--- config.mk ---
export PLATFORM = sky130hd
export DESIGN_NAME = coh_line_ctrl
export DESIGN_NICKNAME = d
export VERILOG_FILES = /design/src/rtl/coh_pkg.sv /design/src/rtl/coh_tag_store.sv /design/src/rtl/coh_snoop_unit.sv /design/src/rtl/coh_req_fsm.sv /design/src/rtl/coh_line_ctrl.sv
export SDC_FILE = /design/constraint.sdc
export NUM_CORES = 1
export LEC_CHECK = 0
export ABC_CLOCK_PERIOD_IN_PS = 7500
export CORE_MARGIN = 1
export CORE_UTILIZATION = 50
export DETAILED_ROUTE_END_ITERATION = 12
export PLACE_DENSITY = 0.78
export SLEW_MARGIN = 20
export SYNTH_ARGS = -nofsm -noshare
export SYNTH_HDL_FRONTEND = slang
export SYNTH_SLANG_ARGS = --single-unit
--- constraint.sdc ---
create_clock -name clk_i -period 7.5 [get_ports clk_i]
set_clock_uncertainty 0.05 [all_clocks]
set_input_delay 1.5 -clock clk_i [delete_from_list [all_inputs] [get_ports clk_i]]
set_output_delay 1.5 -clock clk_i [all_outputs]
set_load 0.01 [all_outputs]
--- src/rtl/coh_pkg.sv ---
package coh_pkg;
  typedef enum logic [2:0] {
    ST_I = 3'd0,
    ST_S = 3'd1,
    ST_E = 3'd2,
    ST_O = 3'd3,
    ST_M = 3'd4
  } line_st_e;

  typedef enum logic [1:0] {
    OP_RD  = 2'd0,
    OP_RDX = 2'd1,
    OP_INV = 2'd2,
    OP_WB  = 2'd3
  } bus_op_e;
endpackage

--- src/rtl/coh_tag_store.sv ---
module coh_tag_store
  import coh_pkg::*;
#(
  parameter int SETS  = 8,
  parameter int TAG_W = 24,
  parameter int IDX_W = 3
) (
  input  logic             clk_i,
  input  logic             rst_ni,
  input  logic [IDX_W-1:0] a_idx_i,
  output logic [TAG_W-1:0] a_tag_o,
  output line_st_e         a_st_o,
  input  logic [IDX_W-1:0] b_idx_i,
  output logic [TAG_W-1:0] b_tag_o,
  output line_st_e         b_st_o,
  input  logic             f_we_i,
  input  logic [IDX_W-1:0] f_idx_i,
  input  logic [TAG_W-1:0] f_tag_i,
  input  line_st_e         f_st_i,
  input  logic             s_we_i,
  input  logic [IDX_W-1:0] s_idx_i,
  input  line_st_e         s_st_i
);
  logic [TAG_W-1:0] tag_w [SETS];
  line_st_e         st_w  [SETS];

  for (genvar g = 0; g < SETS; g++) begin : g_set
    logic [TAG_W-1:0] tag_r;
    line_st_e         st_r;
    // snoop port wins; the request side never writes the snooped index in the same cycle
    always_ff @(posedge clk_i or negedge rst_ni) begin
      if (!rst_ni) begin
        tag_r <= '0;
        st_r  <= ST_I;
      end else if (s_we_i && s_idx_i == IDX_W'(g)) begin
        st_r  <= s_st_i;
      end else if (f_we_i && f_idx_i == IDX_W'(g)) begin
        st_r  <= f_st_i;
        tag_r <= f_tag_i;
      end
    end
    assign tag_w[g] = tag_r;
    assign st_w[g]  = st_r;
  end

  assign a_tag_o = tag_w[a_idx_i];
  assign a_st_o  = st_w[a_idx_i];
  assign b_tag_o = tag_w[b_idx_i];
  assign b_st_o  = st_w[b_idx_i];
endmodule

--- src/rtl/coh_snoop_unit.sv ---
module coh_snoop_unit
  import coh_pkg::*;
#(
  parameter int TAG_W = 24
) (
  input  logic             valid_i,
  input  logic             gnt_i,
  input  bus_op_e          op_i,
  input  logic [TAG_W-1:0] tag_i,
  input  logic [TAG_W-1:0] line_tag_i,
  input  line_st_e         line_st_i,
  output logic             shared_o,
  output logic             supply_o,
  output logic             we_o,
  output line_st_e         nxt_st_o
);
  logic hit;
  logic dirty;

  assign hit   = valid_i && !gnt_i && line_st_i != ST_I && tag_i == line_tag_i;
  assign dirty = line_st_i == ST_M || line_st_i == ST_O;

  always_comb begin
    shared_o = 1'b0;
    supply_o = 1'b0;
    we_o     = 1'b0;
    nxt_st_o = line_st_i;
    if (hit) begin
      unique case (op_i)
        OP_RD: begin
          shared_o = 1'b1;
          supply_o = dirty;
          if (line_st_i == ST_M) nxt_st_o = ST_O;
          else if (line_st_i == ST_E) nxt_st_o = ST_S;
          we_o = nxt_st_o != line_st_i;
        end
        OP_RDX: begin
          supply_o = dirty;
          nxt_st_o = ST_I;
          we_o     = 1'b1;
        end
        OP_INV: begin
          nxt_st_o = ST_I;
          we_o     = 1'b1;
        end
        default: ;
      endcase
    end
  end
endmodule

--- src/rtl/coh_req_fsm.sv ---
module coh_req_fsm
  import coh_pkg::*;
#(
  parameter int ADDR_W = 32,
  parameter int IDX_W  = 3,
  parameter int TAG_W  = 24,
  parameter int OFF_W  = 5
) (
  input  logic              clk_i,
  input  logic              rst_ni,
  input  logic              cpu_req_i,
  input  logic              cpu_we_i,
  input  logic [ADDR_W-1:0] cpu_addr_i,
  output logic              cpu_done_o,
  output logic [IDX_W-1:0]  lk_idx_o,
  input  logic [TAG_W-1:0]  lk_tag_i,
  input  line_st_e          lk_st_i,
  input  logic              snp_valid_i,
  input  logic [IDX_W-1:0]  snp_idx_i,
  input  logic              bus_gnt_i,
  input  logic              bus_shared_i,
  output logic              bus_req_o,
  output bus_op_e           bus_op_o,
  output logic [ADDR_W-1:0] bus_addr_o,
  output logic              f_we_o,
  output logic [IDX_W-1:0]  f_idx_o,
  output logic [TAG_W-1:0]  f_tag_o,
  output line_st_e          f_st_o
);
  typedef enum logic {F_IDLE, F_BUS} fsm_e;

  fsm_e st_q, st_d;
  logic done_q, done_d;

  logic [IDX_W-1:0] req_idx;
  logic [TAG_W-1:0] req_tag;
  logic             hit, victim_dirty, clash;
  logic             unused_off;

  assign req_idx    = cpu_addr_i[OFF_W +: IDX_W];
  assign req_tag    = cpu_addr_i[ADDR_W-1 -: TAG_W];
  assign unused_off = ^cpu_addr_i[OFF_W-1:0];

  assign hit          = lk_st_i != ST_I && lk_tag_i == req_tag;
  assign victim_dirty = lk_st_i == ST_M || lk_st_i == ST_O;
  assign clash        = snp_valid_i && snp_idx_i == req_idx;

  assign lk_idx_o = req_idx;
  assign f_idx_o  = req_idx;

  // op re-derived every cycle so a snoop that drops the line while waiting changes it
  always_comb begin
    if (!hit && victim_dirty) bus_op_o = OP_WB;
    else if (!hit)            bus_op_o = cpu_we_i ? OP_RDX : OP_RD;
    else                      bus_op_o = OP_INV;
  end

  assign bus_addr_o = (bus_op_o == OP_WB) ? {lk_tag_i, req_idx, {OFF_W{1'b0}}}
                                          : {req_tag,  req_idx, {OFF_W{1'b0}}};
  assign bus_req_o  = st_q == F_BUS;

  always_comb begin
    st_d    = st_q;
    done_d  = 1'b0;
    f_we_o  = 1'b0;
    f_tag_o = req_tag;
    f_st_o  = lk_st_i;
    unique case (st_q)
      F_IDLE: begin
        if (cpu_req_i && !done_q && !clash) begin
          if (hit && (!cpu_we_i || lk_st_i == ST_M)) begin
            done_d = 1'b1;
          end else if (hit && lk_st_i == ST_E) begin
            f_we_o = 1'b1;
            f_st_o = ST_M;
            done_d = 1'b1;
          end else begin
            st_d = F_BUS;
          end
        end
      end
      F_BUS: begin
        if (bus_gnt_i) begin
          f_we_o = 1'b1;
          unique case (bus_op_o)
            OP_WB: begin
              f_st_o  = ST_I;
              f_tag_o = lk_tag_i;
            end
            OP_RD:   f_st_o = bus_shared_i ? ST_S : ST_E;
            default: f_st_o = ST_M;
          endcase
          if (bus_op_o != OP_WB) begin
            done_d = 1'b1;
            st_d   = F_IDLE;
          end
        end
      end
      default: st_d = F_IDLE;
    endcase
  end

  always_ff @(posedge clk_i or negedge rst_ni) begin
    if (!rst_ni) begin
      st_q   <= F_IDLE;
      done_q <= 1'b0;
    end else begin
      st_q   <= st_d;
      done_q <= done_d;
    end
  end

  assign cpu_done_o = done_q;
endmodule

--- src/rtl/coh_line_ctrl.sv ---
module coh_line_ctrl
  import coh_pkg::*;
#(
  parameter int ADDR_W     = 32,
  parameter int LINE_BYTES = 32,
  parameter int SETS       = 8
) (
  input  logic              clk_i,
  input  logic              rst_ni,
  input  logic              cpu_req_i,
  input  logic              cpu_we_i,
  input  logic [ADDR_W-1:0] cpu_addr_i,
  output logic              cpu_done_o,
  output logic              bus_req_o,
  output logic [1:0]        bus_op_o,
  output logic [ADDR_W-1:0] bus_addr_o,
  input  logic              bus_gnt_i,
  input  logic              bus_shared_i,
  input  logic              snp_valid_i,
  input  logic [1:0]        snp_op_i,
  input  logic [ADDR_W-1:0] snp_addr_i,
  output logic              snp_shared_o,
  output logic              snp_supply_o
);
  localparam int OFF_W = $clog2(LINE_BYTES);
  localparam int IDX_W = $clog2(SETS);
  localparam int TAG_W = ADDR_W - IDX_W - OFF_W;

  logic [IDX_W-1:0] lk_idx, snp_idx, f_idx;
  logic [TAG_W-1:0] lk_tag, snp_tag, ln_tag, f_tag;
  line_st_e         lk_st, ln_st, f_st, s_st;
  logic             f_we, s_we;
  bus_op_e          fsm_op;
  logic             unused_snp_off;

  assign snp_idx        = snp_addr_i[OFF_W +: IDX_W];
  assign snp_tag        = snp_addr_i[ADDR_W-1 -: TAG_W];
  assign unused_snp_off = ^snp_addr_i[OFF_W-1:0];

  coh_tag_store #(.SETS(SETS), .TAG_W(TAG_W), .IDX_W(IDX_W)) u_store (
    .clk_i, .rst_ni,
    .a_idx_i(lk_idx),  .a_tag_o(lk_tag), .a_st_o(lk_st),
    .b_idx_i(snp_idx), .b_tag_o(ln_tag), .b_st_o(ln_st),
    .f_we_i(f_we), .f_idx_i(f_idx), .f_tag_i(f_tag), .f_st_i(f_st),
    .s_we_i(s_we), .s_idx_i(snp_idx), .s_st_i(s_st)
  );

  coh_snoop_unit #(.TAG_W(TAG_W)) u_snoop (
    .valid_i(snp_valid_i), .gnt_i(bus_gnt_i), .op_i(bus_op_e'(snp_op_i)),
    .tag_i(snp_tag), .line_tag_i(ln_tag), .line_st_i(ln_st),
    .shared_o(snp_shared_o), .supply_o(snp_supply_o),
    .we_o(s_we), .nxt_st_o(s_st)
  );

  coh_req_fsm #(.ADDR_W(ADDR_W), .IDX_W(IDX_W), .TAG_W(TAG_W), .OFF_W(OFF_W)) u_fsm (
    .clk_i, .rst_ni,
    .cpu_req_i, .cpu_we_i, .cpu_addr_i, .cpu_done_o,
    .lk_idx_o(lk_idx), .lk_tag_i(lk_tag), .lk_st_i(lk_st),
    .snp_valid_i, .snp_idx_i(snp_idx),
    .bus_gnt_i, .bus_shared_i, .bus_req_o,
    .bus_op_o(fsm_op), .bus_addr_o,
    .f_we_o(f_we), .f_idx_o(f_idx), .f_tag_o(f_tag), .f_st_o(f_st)
  );

  assign bus_op_o = fsm_op;
endmodule

==> results of run 1 <==
[layer usage]
metal / up-vias / wire length, um
met2: 692 / 20700
met1: 5731 / 19300
met3: 129 / 4720
met5: - / 13
li1: 4815 / -
met4: 2 / 1940
[kinds of logic after synthesis]
| family | after synthesis | share of synthesized area (%) |
|---|---|---|
| AO/OA/AOI/OAI | 186 | 9.73 |
| XOR/XNOR | 43 | 2.60 |
| adder cells (fa/ha/maj) | 5 | 0.431 |
| buffers and inverters | 106 | 4.46 |
| flip-flops | 218 | 37.6 |
| multiplexers | 388 | 34.5 |
| other | 1 | 0.0258 |
| AND/OR/NAND/NOR | 276 | 10.7 |
[power groups by stage]
| stage | sequential, W | combinational (W) | clock (W) |
|---|---|---|---|
| 2_1_floorplan | 0.00202 | 0.00173 | 0 |
| 3_3_place_gp | 0.00213 | 0.00230 | 0 |
| 3_5_place_dp | 0.00218 | 0.00236 | 0 |
| 4_1_cts | 0.00217 | 0.00238 | 0.00128 |
| 5_1_grt | 0.00225 | 0.00255 | 0.00134 |
| 6_report | 0.00220 | 0.00241 | 0.00128 |
[cells in the mapped netlist (7+ instances only)]
cell type,number,area (um^2)
mux4_2,27,608
mux2i_1,99,991
o22ai_1,39,244
clkbuf_1,21,78.8
o21ai_0,15,75.1
nand4_1,26,163
nor3_1,15,75.1
o211ai_1,16,120
buf_2,19,95.1
nor2_1,30,113
nand2b_1,13,81.3
nand2_1,81,304
dfrtp_1,218,5460
nand3_1,37,185
mux2_4,120,1800
mux2_1,20,225
buf_6,19,214
and2_1,9,56.3
xor2_1,15,131
inv_1,16,60.1
buf_1,7,26.3
buf_4,22,165
a211oi_1,14,105
nor2b_1,16,100
o221ai_1,8,70.1
a21oi_1,9,45.0
xnor2_1,28,245
a22oi_1,29,218
mux2_2,122,1370
or2_2,7,43.8
[critical path, stage by stage]
cell and delay, ns:
clkdlybuf4s50_1 0.52, buf_4 0.19, inv_1 0.14, mux2i_1 0.31, xnor2_1 0.19, or3b_1 0.43, or4_1 0.58, nor3_2 0.25
nand2_1 0.11, o21ai_0 0.13, inv_1 0.10, ha_2 0.27, buf_12 0.17, o21ai_0 0.17, buf_4 0.16, clkdlybuf4s50_1 0.53
[registers in the layout, indices dropped and copies added (netlist names)]
signal,count
u_store.g_set.tag_r,192
u_store.g_set.st_r,24
u_fsm.bus_req_o,1
u_fsm.cpu_done_o,1
[what timing repair did]
item                       in CTS  in global routing
gates resized for setup         1                  7
pin swaps                       0                  0
setup endpoints to repair       3                 24
[path summary, 6_finish.rpt]
check	start	endpoint	slack, ns	depth (start not counted)
hold reg to reg	u_store.g_set[2].tag_r[16]$_DFFE_PN0P_	u_store.g_set[2].tag_r[16]$_DFFE_PN0P_	0.46	1
setup / recovery	cpu_addr_i[5]	bus_addr_o[13]	0.18	16
setup reg to reg	u_store.g_set[7].tag_r[6]$_DFFE_PN0P_	u_store.g_set[2].tag_r[20]$_DFFE_PN0P_	2.98	14
max in group asynchronous	rst_ni	u_store.g_set[3].tag_r[15]$_DFFE_PN0P_	5.03	2
min in group asynchronous	rst_ni	u_store.g_set[0].tag_r[21]$_DFFE_PN0P_	0.98	1
hold / removal	u_store.g_set[2].tag_r[16]$_DFFE_PN0P_	u_store.g_set[2].tag_r[16]$_DFFE_PN0P_	0.46	1
[layout make-up]
class	instances	area, um^2
Timing Repair Buffer	162	1530
Clock inverter	11	164
Sequential cell	218	5460
Clock buffer	32	682
Inverter	18	67.6
Tap cell	378	473
Multi-Input combinational cell	903	8460
Fill cell	2255	11300
[per-stage QoR]
step	util (%)	worst slack [ns]	power, W	hold WS [ns]	instance area [um^2]
detailed placement	56.7	-0.00774	0.00454	0.450	16000
finish	59.8	0.179	0.00589	0.460	16800
global route	59.8	0.0306	0.00614	0.484	16800
floorplan	-	0.707	0.00375	0.420	14500
global placement	56.7	-0.0462	0.00443	0.434	16000
CTS	59.7	0.0587	0.00583	0.463	16800
==> results.md, run 1 <==
* Async set or reset register ratio after synthesis at 100%
* Met2 usage at 48.5%
* Port Buffers at 95
* Yosys reg bits at 218
* CTS max path bufs at 3
* Post-DP HPWL at 32,500 um
* Cell-internal power at 0.00384 W
* Crit share post-route at 97.6%
* Area growth syn-to-layout at 16.0%
* Post-CTS Setup Inserts at 0
* Outcome: completed
* Final nets at 1,405
* GRT busiest layer: met2
* Core area at 28,200 um^2
* CTS clk-pin slew, worst paths at 0.06 ns
* Crit end category: primary output
* Die area at 29,700 um^2
* Vias per Instance at 6.60
* Antenna Cells at 0
* Combinational power share at 40.9%
* Ys flop type: dfrtp_1
* Drt first-iter violations at 1,534
* CP Launch Type: primary input
* Ys Warns at 0
* RSZ-0062 raised after global routing: no
* Routed Antenna Nets at 0
* Synth cell types at 77
* CP max FO at 13
* Wire length per cell at 27.1 um
* CTS H-tree depth at 1
* Number of remaining DRC errors at 0
* Worst Max-Slew Pin Slew at 1.05 ns
* Switching share of power at 34.9%
* Most common cell after layout, fill and taps aside: dfrtp_1
* Total gr overflow at 0
* Flop pwr share at 37.3%
* CTS tree: built
* Max Cap Violations at 0
* Initial antenna violation count at 1
* TritonCTS Buffers at 24
* M1 GR Usage at 44.0%
* Met3 Track Usage GR at 7.00%
* Placed cell count at 1,679
* Most frequent cells in the layout: dfrtp_1, mux2_2, mux2_4
* Fmax at 0.137 GHz
* Die width at 172 um
* Clock Latency Late Sink at 0.54 ns
* Final setup fails at 0
* Layout cell share with drive strength beyond 1 at 31.5%
* Pin count of the biggest net entering global routing at 98
* Syn avg cell area at 11.9 um^2
* Total wire length at 46,700 um
* Synthesized cell area at 14,500 um^2
* GRT Overall Usage at 31.9%
* # IOs at 111
* Routability cong. at 0.978
* Clock power frac at 21.8%
* Seq/Total Area, Yosys at 37.6%
* Final slew viol count at 0
* First-pass GRT wire length at 70,100 um
* Via Count at 11,369
* Min Tclk post-route at 7.32 ns
* Worst VDD drop at 0.240 mV
* Max transition margin at 30.1%
* Effective utilization at floorplan at 51.5%
* 1st-pass router iterations at 5
* Finished Layout Cells at 1,722
* Rows at 61
* CP Class: primary input to primary output
* Worst Path Required at 5.95 ns
* Worst hold path type: flop to flop
* Setup TNS at 0 ns
* Hold_buf cts at 0
* Leakage at 7.60 nW
* Post-Synthesis Cells at 1,223
* Number of synthesized flops with an enable pin at 0
* Die height at 172 um
* Cell Pwr Density at 350 nW/um^2
* Psw at 0.00205 W
* Final hold viol count at 0
* CTS sink count at 218
* CP arrival at 5.77 ns
* CTS root buf: clkbuf_16
* Vias in the first global route at 11,232
Power figures use the tool's default switching activity.
==> run 2: changes to the inputs <==
--- a/config.mk
+++ b/config.mk
@@ -6,7 +6,6 @@
 export NUM_CORES = 1
 export LEC_CHECK = 0
 export ABC_CLOCK_PERIOD_IN_PS = 7500
-export CORE_MARGIN = 1
 export CORE_UTILIZATION = 50
 export DETAILED_ROUTE_END_ITERATION = 12
 export PLACE_DENSITY = 0.78
@@ -14,3 +13,4 @@
 export SYNTH_ARGS = -nofsm -noshare
 export SYNTH_HDL_FRONTEND = slang
 export SYNTH_SLANG_ARGS = --single-unit
+export TNS_END_PERCENT = 1
==> results of run 2 <==
No change in the layout: final DEF, timing and power equal those of run 1.
==> run 3: changes to the inputs <==
--- a/config.mk
+++ b/config.mk
@@ -8,6 +8,7 @@
 export ABC_CLOCK_PERIOD_IN_PS = 7500
 export CORE_UTILIZATION = 50
 export DETAILED_ROUTE_END_ITERATION = 12
+export GPL_TIMING_DRIVEN = 0
 export PLACE_DENSITY = 0.78
 export SLEW_MARGIN = 20
 export SYNTH_ARGS = -nofsm -noshare
==> results.md, run 3 (synthesis results as in run 1) <==
* Outcome: finished, violations left
* Failing checks: negative setup slack
* Post-DP HPWL at 38,300 um (+18%)
* Most common cell after layout, fill and taps aside: dfrtp_1
* CP Launch Type: primary input
* Clock Latency Late Sink at 0.55 ns (about the same)
* Rows at 61 (unchanged)
* Pwr Total at 0.00608 W (+3.3%)
* Number of remaining DRC errors at 0 (unchanged)
* Max Cap Violations at 0 (unchanged)
* Worst hold path type: flop to flop
* Routed Antenna Nets at 0 (unchanged)
* Storage cell area at 5460 um^2 (unchanged)
* Crit end category: primary output
* Worst Path Required at 5.95 ns (about the same)
* Worst Max-Slew Pin Slew at 1.30 ns (+0.252 ns)
* CTS max path bufs at 3 (unchanged)
* CTS H-tree depth at 1 (unchanged)
* # fillers at 2,256 (+0.044%)
* Final hold viol count at 0 (unchanged)
* Setup TNS at -1.02 ns (-1.02 ns)
* CTS sink count at 218 (unchanged)
* Leakage at 7.82 nW (+2.9%)
* Worst VDD drop at 0.204 mV (-15%)
* CTS root buf: clkbuf_16
* Max transition margin at 13.5% (-17 points)
* Wire length per cell at 32.0 um (+18%)
* Area occupied by multi-input gates at 8650 um^2 (+2.3%)
* CP Class: primary input to primary output
* TritonCTS Buffers at 26 (+8.3%)
* Effective utilization at floorplan at 51.5% (unchanged)
* Core area at 28,200 um^2 (unchanged)
* Min Tclk post-route at 7.62 ns (+0.299 ns)
* RSZ-0062 raised after global routing: yes
* CP max FO at 10 (-3)
* CP arrival at 6.07 ns (+0.30 ns)
* Fmax at 0.131 GHz (-3.9%)
* Number of flip-flops in the largest register at 192 (unchanged)
* Port Buffers at 91 (-4.2%)
* WHS at 0.464 ns (+0.00362 ns)
* Via Count at 12,183 (+7.2%)
* Layout cell share with drive strength beyond 1 at 34.2% (+2.8 points)
* Antenna Cells at 0 (unchanged)
* Final nets at 1,438 (+2.3%)
* Total wire length at 56,100 um (+20%)
* Final slew viol count at 0 (unchanged)
* CTS tree: built
* Vias in the first global route at 11,802 (+5.1%)
* Biggest regs: u_store.g_set.tag_r x192, u_store.g_set.st_r x24
* CTS clk-pin slew, worst paths at 0.06 ns (about the same)
* Initial antenna violation count at 0 (-1)
* Most frequent cells in the layout: dfrtp_1, mux2_2, mux2_4
* Finished Layout Cells at 1,754 (+1.9%)
* Routability cong. at 1.02 (+4.5%)
* FF-to-FF setup slack at 2.75 ns (-0.23 ns)
* Final WS setup at -0.120 ns (-0.299 ns)
* Die area at 29,700 um^2 (unchanged)
* First-pass GRT wire length at 80,700 um (+15%)
* Die height at 172 um (unchanged)
* Crit share post-route at 102% (+4.0 points)
* Total gr overflow at 0 (unchanged)
* 1st-pass router iterations at 7 (+2)
* # IOs at 111 (unchanged)
* Drt first-iter violations at 1,856 (+21%)
* Placed cell count at 1,698 (+1.1%)
* Pin count of the biggest net entering global routing at 92 (-6.1%)
* Largest reg by FF count: u_store.g_set.tag_r
* Area growth syn-to-layout at 19.0%
* Final setup fails at 14 (+14)
* Hold_buf cts at 0 (unchanged)
* Die width at 172 um (unchanged)
* Cell Pwr Density at 352 nW/um^2 (+0.70%)
* Vias per Instance at 6.95 (+5.2%)
* GRT Overall Usage at 38.3% (+6.4 points)
[run 3: cell types whose count changed in the layout (fill, tap and decap cells not counted), moves of 6 or more]
cell | before | now
xnor2_2 | 1 | 7
buf_12 | 7 | 1
buf_6 | 2 | 20
xnor2_1 | 27 | 21
clkbuf_1 | 4 | 16
buf_4 | 60 | 34
buf_2 | 3 | 17
[run 3: final cells by class]
type,instances,share of cell area [%]
Buffer,87,3.89
Inverter,18,0.398
Multi-Input combinational cell,903,50.1
Timing Repair Buffer,106,6.21
Sequential cell,218,31.6
Clock buffer,36,4.40
Clock inverter,8,0.688
Tap cell,378,2.74
[run 3: final timing paths]
check / start / end / cells after the start
setup / recovery: cpu_addr_i[7] / bus_addr_o[10] / 17
hold / removal: u_store.g_set[2].tag_r[22]$_DFFE_PN0P_ / u_store.g_set[2].tag_r[22]$_DFFE_PN0P_ / 1
setup reg to reg: u_store.g_set[6].tag_r[6]$_DFFE_PN0P_ / u_store.g_set[2].tag_r[8]$_DFFE_PN0P_ / 16
hold reg to reg: u_store.g_set[2].tag_r[22]$_DFFE_PN0P_ / u_store.g_set[2].tag_r[22]$_DFFE_PN0P_ / 1
max in group asynchronous: rst_ni / u_store.g_set[1].tag_r[3]$_DFFE_PN0P_ / 2
min in group asynchronous: rst_ni / u_store.g_set[0].tag_r[21]$_DFFE_PN0P_ / 1
[run 3: through the flow]
| stage | area, um^2 | utilization [%] | setup slack (ns) |
|---|---|---|---|
| 2_1_floorplan | 14500 | - | 0.707 |
| 3_3_place_gp | 15900 | 56.5 | -4.49 |
| 3_5_place_dp | 16000 | 56.7 | -2.63 |
| 4_1_cts | 17100 | 60.9 | -0.0617 |
| 5_1_grt | 17300 | 61.3 | -0.143 |
| 6_report | 17300 | 61.3 | -0.120 |
[run 3: power breakdown]
group / switching (W) / total [W] / leakage [nW] / internal (W)
clock network: 0.000530 / 0.00133 / 0.436 / 0.000804
registers: 0.000481 / 0.00221 / 2.73 / 0.00173
logic: 0.00119 / 0.00254 / 4.65 / 0.00136
total: 0.00220 / 0.00608 / 7.82 / 0.00389
[run 3: worst max-delay path, cell delays in order]
cell and delay, ns:
buf_4 0.23, buf_4 0.29, buf_2 0.40, clkbuf_4 0.38
o221ai_1 0.17, a21oi_1 0.34, xnor2_1 0.20, nand4_1 0.29
nor4b_4 0.36, buf_4 0.19, nand2_1 0.06, o21ai_0 0.12
inv_1 0.13, ha_4 0.23, buf_4 0.24, o21ai_1 0.29
clkdlybuf4s50_1 0.61
[run 3: metal layers]
layer / global-route usage (%) / wire, um
met5: 0 / 0
met3: 11.8 / 7290
met4: 22.5 / 3950
met1: 50.7 / 21700
met2: 55.1 / 23200
[run 3: timing repair]
item,in CTS,in global routing
gates cloned,0,0
resized for setup,67,27
setup endpoints to repair,190,22
setup buffers,8,5
pin swaps,3,7
